`src/rtl/return_stack.sv`:
```
module return_stack #(
  parameter int DEPTH = 8,
  parameter int PC_W  = 14,
  parameter int SPO_W = 4,
  parameter int NIB   = 4,
  parameter int DP_W  = 10
) (
  input  logic             clk,
  input  logic             rst_n,
  input  logic             wake,
  input  logic             push,
  input  logic [PC_W-1:0]  push_pc,
  input  logic             pop,
  output logic [PC_W-1:0]  top_pc,
  output logic [SPO_W-1:0] sp_word,
  input  logic             ctx_save,
  input  logic [NIB-1:0]   cur_acc,
  input  logic [NIB-1:0]   cur_b,
  input  logic             cur_cy,
  input  logic             cur_skip,
  input  logic [DP_W-1:0]  cur_dp,
  output logic [NIB-1:0]   ctx_acc,
  output logic [NIB-1:0]   ctx_b,
  output logic             ctx_cy,
  output logic             ctx_skip,
  output logic [DP_W-1:0]  ctx_dp
);

  localparam int SP_W = $clog2(DEPTH);
  localparam logic [SP_W-1:0] SP_INIT = SP_W'(DEPTH - 1);

  logic [PC_W-1:0] mem [DEPTH];
  logic [SP_W-1:0] sp;
  logic [SP_W-1:0] sp_up;
  logic            do_push;
  logic            do_pop;

  assign sp_up   = sp + 1'b1;
  assign do_pop  = pop && !wake;
  assign do_push = push && !pop && !wake;
  assign top_pc  = mem[sp];
  assign sp_word = {{(SPO_W-SP_W){1'b0}}, sp};

  always_ff @(posedge clk or negedge rst_n) begin
    if (!rst_n)       sp <= SP_INIT;
    else if (wake)    sp <= SP_INIT;
    else if (do_pop)  sp <= sp - 1'b1;
    else if (do_push) sp <= sp_up;
  end

  for (genvar i = 0; i < DEPTH; i++) begin : g_entry
    always_ff @(posedge clk or negedge rst_n) begin
      if (!rst_n)                         mem[i] <= '0;
      else if (do_push && sp_up == SP_W'(i)) mem[i] <= push_pc;
    end
  end

  always_ff @(posedge clk or negedge rst_n) begin
    if (!rst_n) begin
      ctx_acc <= '0; ctx_b <= '0; ctx_cy <= 1'b0; ctx_skip <= 1'b0; ctx_dp <= '0;
    end else if (ctx_save) begin
      ctx_acc <= cur_acc; ctx_b <= cur_b; ctx_cy <= cur_cy;
      ctx_skip <= cur_skip; ctx_dp <= cur_dp;
    end
  end

  assert_push_top_R2: assert property (@(posedge clk) disable iff (!rst_n)
    (push && !pop && !wake) |=> (top_pc == $past(push_pc)));

  assert_pop_dec_R3: assert property (@(posedge clk) disable iff (!rst_n)
    (pop && !wake) |=> (sp_word == SPO_W'($past(sp_word) - 1'b1) % SPO_W'(DEPTH)));

  assert_both_no_write_R5: assert property (@(posedge clk) disable iff (!rst_n)
    (push && pop && !wake) |=> (top_pc == $past(mem[sp - 1'b1])));

  assert_wake_ptr_R6: assert property (@(posedge clk) disable iff (!rst_n)
    wake |=> (sp_word == SPO_W'(DEPTH - 1)));

  assert_word_msb_R7: assert property (@(posedge clk) disable iff (!rst_n)
    sp_word[SPO_W-1] == 1'b0);

  assert_ctx_capture_R8: assert property (@(posedge clk) disable iff (!rst_n)
    ctx_save |=> (ctx_acc == $past(cur_acc) && ctx_dp == $past(cur_dp)
                  && ctx_b == $past(cur_b)));

  assert_ctx_hold_R9: assert property (@(posedge clk) disable iff (!rst_n)
    !ctx_save |=> ($stable(ctx_acc) && $stable(ctx_b) && $stable(ctx_cy)
                   && $stable(ctx_skip) && $stable(ctx_dp)));

endmodule

```
`config.mk`:
```
export PLATFORM = sky130hd
export DESIGN_NAME = return_stack
export DESIGN_NICKNAME = d
export VERILOG_FILES = /design/src/rtl/return_stack.sv
export SDC_FILE = /design/constraint.sdc
export NUM_CORES = 1
export LEC_CHECK = 0
export ABC_AREA = 1
export ABC_CLOCK_PERIOD_IN_PS = 2230
export BUFFER_PORTS_ARGS = -buffer_cell sky130_fd_sc_hd__buf_2
export CAP_MARGIN = 20
export CELL_PAD_IN_SITES_DETAIL_PLACEMENT = 1
export CELL_PAD_IN_SITES_GLOBAL_PLACEMENT = 1
export CORE_UTILIZATION = 45
export CTS_BUF_LIST = sky130_fd_sc_hd__clkbuf_8
export DETAILED_ROUTE_END_ITERATION = 8
export GPL_TIMING_DRIVEN = 0
export PLACE_DENSITY = 0.95
export SLEW_MARGIN = 20
export SYNTH_ARGS = -nofsm -noshare
export SYNTH_HDL_FRONTEND = slang
export SYNTH_SLANG_ARGS = --single-unit
```
`constraint.sdc`:
```
create_clock -name clk -period 2.23 [get_ports clk]
set_clock_uncertainty 0.05 [all_clocks]
set_input_delay 0.3345 -clock clk [delete_from_list [all_inputs] [get_ports clk]]
set_output_delay 0.3345 -clock clk [all_outputs]
set_load 0.05 [all_outputs]
```
======== Word-level counts from Yosys, hierarchy flattened ========
Index checks and enable logic that the tools add are counted.
storage, ports and cells
  output and inout bits ................... 38
  memory bits (read-only) ................. 0
  input port bits ......................... 40
  flip-flop bits (word level) ............. 135
  logic and storage cells ................. 46
  memories kept ........................... 0
  bits in writable memories ............... 0
  latch bits .............................. 0
cells by class
  equality and inequality tests ........... 7
  reductions and logical operators ........ 15
  bitwise logic cells ..................... 1
  $lt $le $gt $ge ......................... 1
  shifts and indexed selects .............. 0
  multiply operators ...................... 0
  mux-type cells .......................... 6
  divide/modulo/power cells ............... 0
  $add $sub $neg .......................... 2
operators by type and width
  cell                   number
  $bmux W14 S3           1
  $mux W14               2
  $eq A3 B3 Y1 const B   4
  $logic_and A1 B1 Y1    11
  $mux W3                3
  $eq A3 B2 Y1 const B   2
  $ge A4 B4 Y1 const B   1
  $not A3 Y4             1
  $add A3 B1 Y3 const B  1
  $eq A3 B1 Y1 const B   1
  $logic_not A3 Y1       1
  $reduce_bool A3 Y1     1
  $sub A3 B1 Y3 const B  1
  $logic_not A1 Y1       2

======== Logic depth before layout (Yosys ltp) ========
  depth after elaboration ................. 6
  depth in mapped cells ................... 10
  gate-level depth less buffers ........... 8

======== Worst setup path before layout ========
OpenSTA, ideal clock, no wires.
  path kind ............................... reg-to-output
  start point ............................. register sp[0]
  end point ............................... output port top_pc[10]
  setup slack ............................. 0.095 ns
  cell stages (with the launch flop) ...... 9
  required time ........................... 1.845 ns
  buffers on the path ..................... 2
  arrival time ............................ 1.750 ns
  path through ............................ dfstp_2 > inv_1 > buf_2 > buf_2 > nand2_1 > nand3_1 > nand2_1 > nand2_1 > nand2_1
between the ends
  longest elaborated chain between the ends .. 4
ends and longest elaborated chain
  element                                      line  source
  start, declared                              33    logic [SP_W-1:0] sp;
  start signal, assigned                       47    else if (do_pop) sp <= sp - 1'b1;
  start signal, assigned                       48    else if (do_push) sp <= sp_up;
  $not A3 Y4 (not written as such)             41    assign top_pc = mem[sp];
  $bmux W14 S3                                 41
  $mux W14 (not written as such) (2 in a row)  41
  end, declared                                14    output logic [PC_W-1:0] top_pc,
Every way passes these cells. The select of a mux whose other input is x is not followed.

======== Worst setup path after layout ========
  start point ............................. register sp[0]
  end point ............................... output port top_pc[3]
Same word-level chain as after synthesis.

==> flow_metrics.py <==
metrics = {
    "synth": {
        "synthTopCellsByArea": "dfrtp_1 46%, nand2_1 22%, nand3_1 12%",
        "netlist_instances": 963,
        "async_flop_share": 1.000,
        "ys_warn_count": 0,
        "postSynthAreaPerCell_sq_um": 7.384,
        "yosys.area.top_type_share": 0.4645,
        "synth_common_cells": "416 x nand2_1, 173 x nand3_1, 132 x dfrtp_1, 122 x inv_1, 29 x buf_2",
        "synth-edff-count": 0,
        "netlist.top_cell.by_area": "dfrtp_1",
        "syn_nets": 1009,
        "ys_seq_area_frac": 0.4756,
        "synth_cell_types": 23,
        "ys.flop_type": "dfrtp_1",
        "synth.most_common_cell": "nand2_1",
        "ys_ff_latch": 135,
        "netlist_area_sq_mm": 0.007111,
    },
    "floorplanning": {
        "boundaryPins": 78,
        "start_util": 0.4643,
        "core_area_sq_mm": 0.01531,
        "num_rows": 45,
        "die_h_um": 127.7,
        "dieArea_sq_mm": 0.01631,
        "die_x_um": 127.7,
    },
    "route": {
        "top_layer_used": "met4",
        "wl_met2_um": 16700,
        "postRouteAntennaNets": 0,
        "routed_wl_um": 36730,
        "routed_via_density": 6.283,
        "drt_iter0_drc": 948,
        "dr_wl_met3_um": 4096,
        "drtPass1Iterations": 6,
        "drc": 0,
        "wl_met1_um": 12330,
        "wl_per_cell_um": 28.54,
        "vias": 8086,
    },
    "timing": {
        "fmax_mhz": 389.3,
        "fin_crit_ns": 2.569,
        "rsz0062_at_grt": "true",
        "hold_slack_ns": 0.04169,
        "fin_setup_tns_ns": -4.829,
        "finalWorstSetupSlack_ns": -0.3388,
        "post-route-period-util": 1.152,
        "setup_violations": 44,
        "tightest_slew_ns": 0.9287,
        "drv_slew": 0,
        "hold_viol_final": 0,
        "slew-limit-headroom": 0.3809,
    },
    "setup_path": {
        "start_kind": "register",
        "cp.arrival_ns": 2.18,
        "worstPathRequired_ns": 1.85,
        "cp-end-kind": "primary output",
        "cp_max_fo": 10,
        "criticalPathCategory": "reg -> out",
    },
    "clocking": {
        "clk_pin_slew_ns": 0.09,
        "clock_path_buffers": 2,
        "clock_latency_ns": 0.47,
        "cts_buffers": 17,
        "htreeDepth": 4,
        "cts_num_sinks": 135,
        "root_buffer": "clkbuf_8",
        "cts_tree": "done",
    },
    "pwr": {
        "power_density_mw_per_mm2": 1060,
        "pwr-share-clk": 0.248,
        "p_int_mw": 5.649,
        "irDropWorstVdd_uv": 679.0,
        "switching_share": 0.4345,
        "share_comb_of_total_power": 0.389,
        "leakagePower_nw": 5.050,
        "power_switching_mw": 4.341,
        "seqPwrFrac": 0.363,
    },
    "cells_and_area": {
        "multiInputGateArea_sq_mm": 0.003433,
        "fin_nets": 1108,
        "design_area_sq_mm": 0.009427,
        "area_growth_pct": 32.57,
        "utilization": 0.6155,
        "drive_gt1_frac": 0.3126,
        "seqCellArea_sq_mm": 0.003382,
        "fillers": 1830,
    },
    "placed_design": {
        "placed_area_sq_mm": 0.007717,
        "dp_slack_ns": -0.09737,
        "dpl.hpwl_um": 16510,
        "gp_congestion": 0.8749,
        "port_buffers": 61,
    },
    "hold_path": {
        "min_path_type": "in -> reg",
    },
    "grt": {
        "antenna_found_initial": 1,
        "grt_first_pass_wirelength_um": 49740,
        "grt_pass1_vias": 8560,
        "grt_usage": 0.4217,
        "grt_max_degree": 75,
        "grt_overflow_total": 0,
    },
    "flow_run": {
        "cap_violations": 0,
    },
    "status": {
        "violations": "negative setup slack",
        "outcome": "complete, but fails checks",
    },
}
==> sequential cells by signal (all words and copies together), names as in the netlist <==
name,flops
ctx_dp,10
ctx_cy,1
ctx_b,4
mem,112
sp,3
ctx_skip,1
ctx_acc,4
==> stage by stage <==
step | cells | total power, mW
final | 1287 | 9.991
after global routing | 1286 | 10.23
after CTS | 1288 | 8.974
after detailed placement | 1236 | 6.049
after global placement | 1235 | 5.872
after floorplan | 963 | 5.228
==> repair_timing <==
item,4_1_cts,5_1_grt
pin swaps,28,36
gates resized for setup,166,127
hold endpoints to repair,58,0
gates cloned,6,0
hold buffers,1,0
endpoints found under the setup margin,77,116
setup buffers,15,2
==> layout by cell type, fill, tap and decap left out, types with 3 or more instances in the layout <==
| master | count |
|---|---|
| buf_12 | 9 |
| buf_8 | 18 |
| nand2_1 | 331 |
| nand2_2 | 71 |
| clkbuf_8 | 19 |
| nand3_2 | 31 |
| buf_16 | 3 |
| clkinvlp_4 | 4 |
| buf_4 | 19 |
| inv_1 | 119 |
| buf_6 | 25 |
| dfrtp_1 | 132 |
| clkbuf_2 | 3 |
| nor2_1 | 3 |
| dfstp_2 | 3 |
| ha_1 | 4 |
| nand3_1 | 136 |
| buf_2 | 56 |
| nand2_4 | 20 |
| nand3_4 | 7 |
| clkinv_2 | 5 |
| bufinv_16 | 5 |
| mux2_2 | 20 |
| nor2_4 | 4 |
| clkbuf_1 | 9 |
| clkbuf_4 | 4 |
==> final timing paths <==
kind / start / end / slack, ns / depth (start not counted)
max reg2reg: sp[0] / mem[101] / -0.08 / 11
min in group asynchronous: rst_n / mem[48] / 0.34 / 2
min reg2reg: mem[56] / mem[56] / 0.43 / 2
max: sp[0] / top_pc[3] / -0.34 / 9
max in group asynchronous: rst_n / mem[72] / 1.00 / 3
min: cur_dp[6] / ctx_dp[6] / 0.04 / 2
==> kinds of logic after synthesis <==
family | after synthesis | synth area share
AOI/OAI and AO/OA | 1 | 0.001056
adders and majority gates | 6 | 0.01056
buffers and inverters | 195 | 0.1246
DFF | 135 | 0.4756
muxes | 21 | 0.03308
other | 1 | 0.0005274
and+or+nand+nor | 604 | 0.3546
==> power by group through the flow <==
stage               sequential [mW]  clock (mW)  combinational, mW
CTS                            3.47        2.39               3.11
global route                   3.65        2.53               4.05
floorplan                      3.55           0               1.68
finish                         3.63        2.48               3.88
detailed placement             3.49           0               2.56
global placement               3.45           0               2.43
==> layer usage <==
| metal | track usage | vias to the layer above |
|---|---|---|
| met5 | 0 | - |
| met4 | 0.4007 | 0 |
| met1 | 0.4584 | 3898 |
| met2 | 0.6728 | 754 |
| met3 | 0.1093 | 311 |
| li1 | - | 3123 |
==> critical path: stages (launching register included) <==
cell and delay [ns]:
dfstp_2 0.61, buf_6 0.14, inv_6 0.05, buf_6 0.15
nand2_2 0.16, nand3_4 0.16, nand2_2 0.09, nand2_1 0.07
nand2_1 0.11, buf_6 0.16
==> cell type report <==
class                   instances  area share
clock buffers                  18     0.02628
plain buffers                  66     0.06769
flip-flops and latches        135      0.3588
repair buffers                 84     0.08136
clock inverters                14     0.02177
diodes                          1   0.0002655
multi-input cells             633      0.3642
well taps                     211     0.02801
inverters                     125     0.05163
No activity file was read; power rests on OpenSTA's default activity.
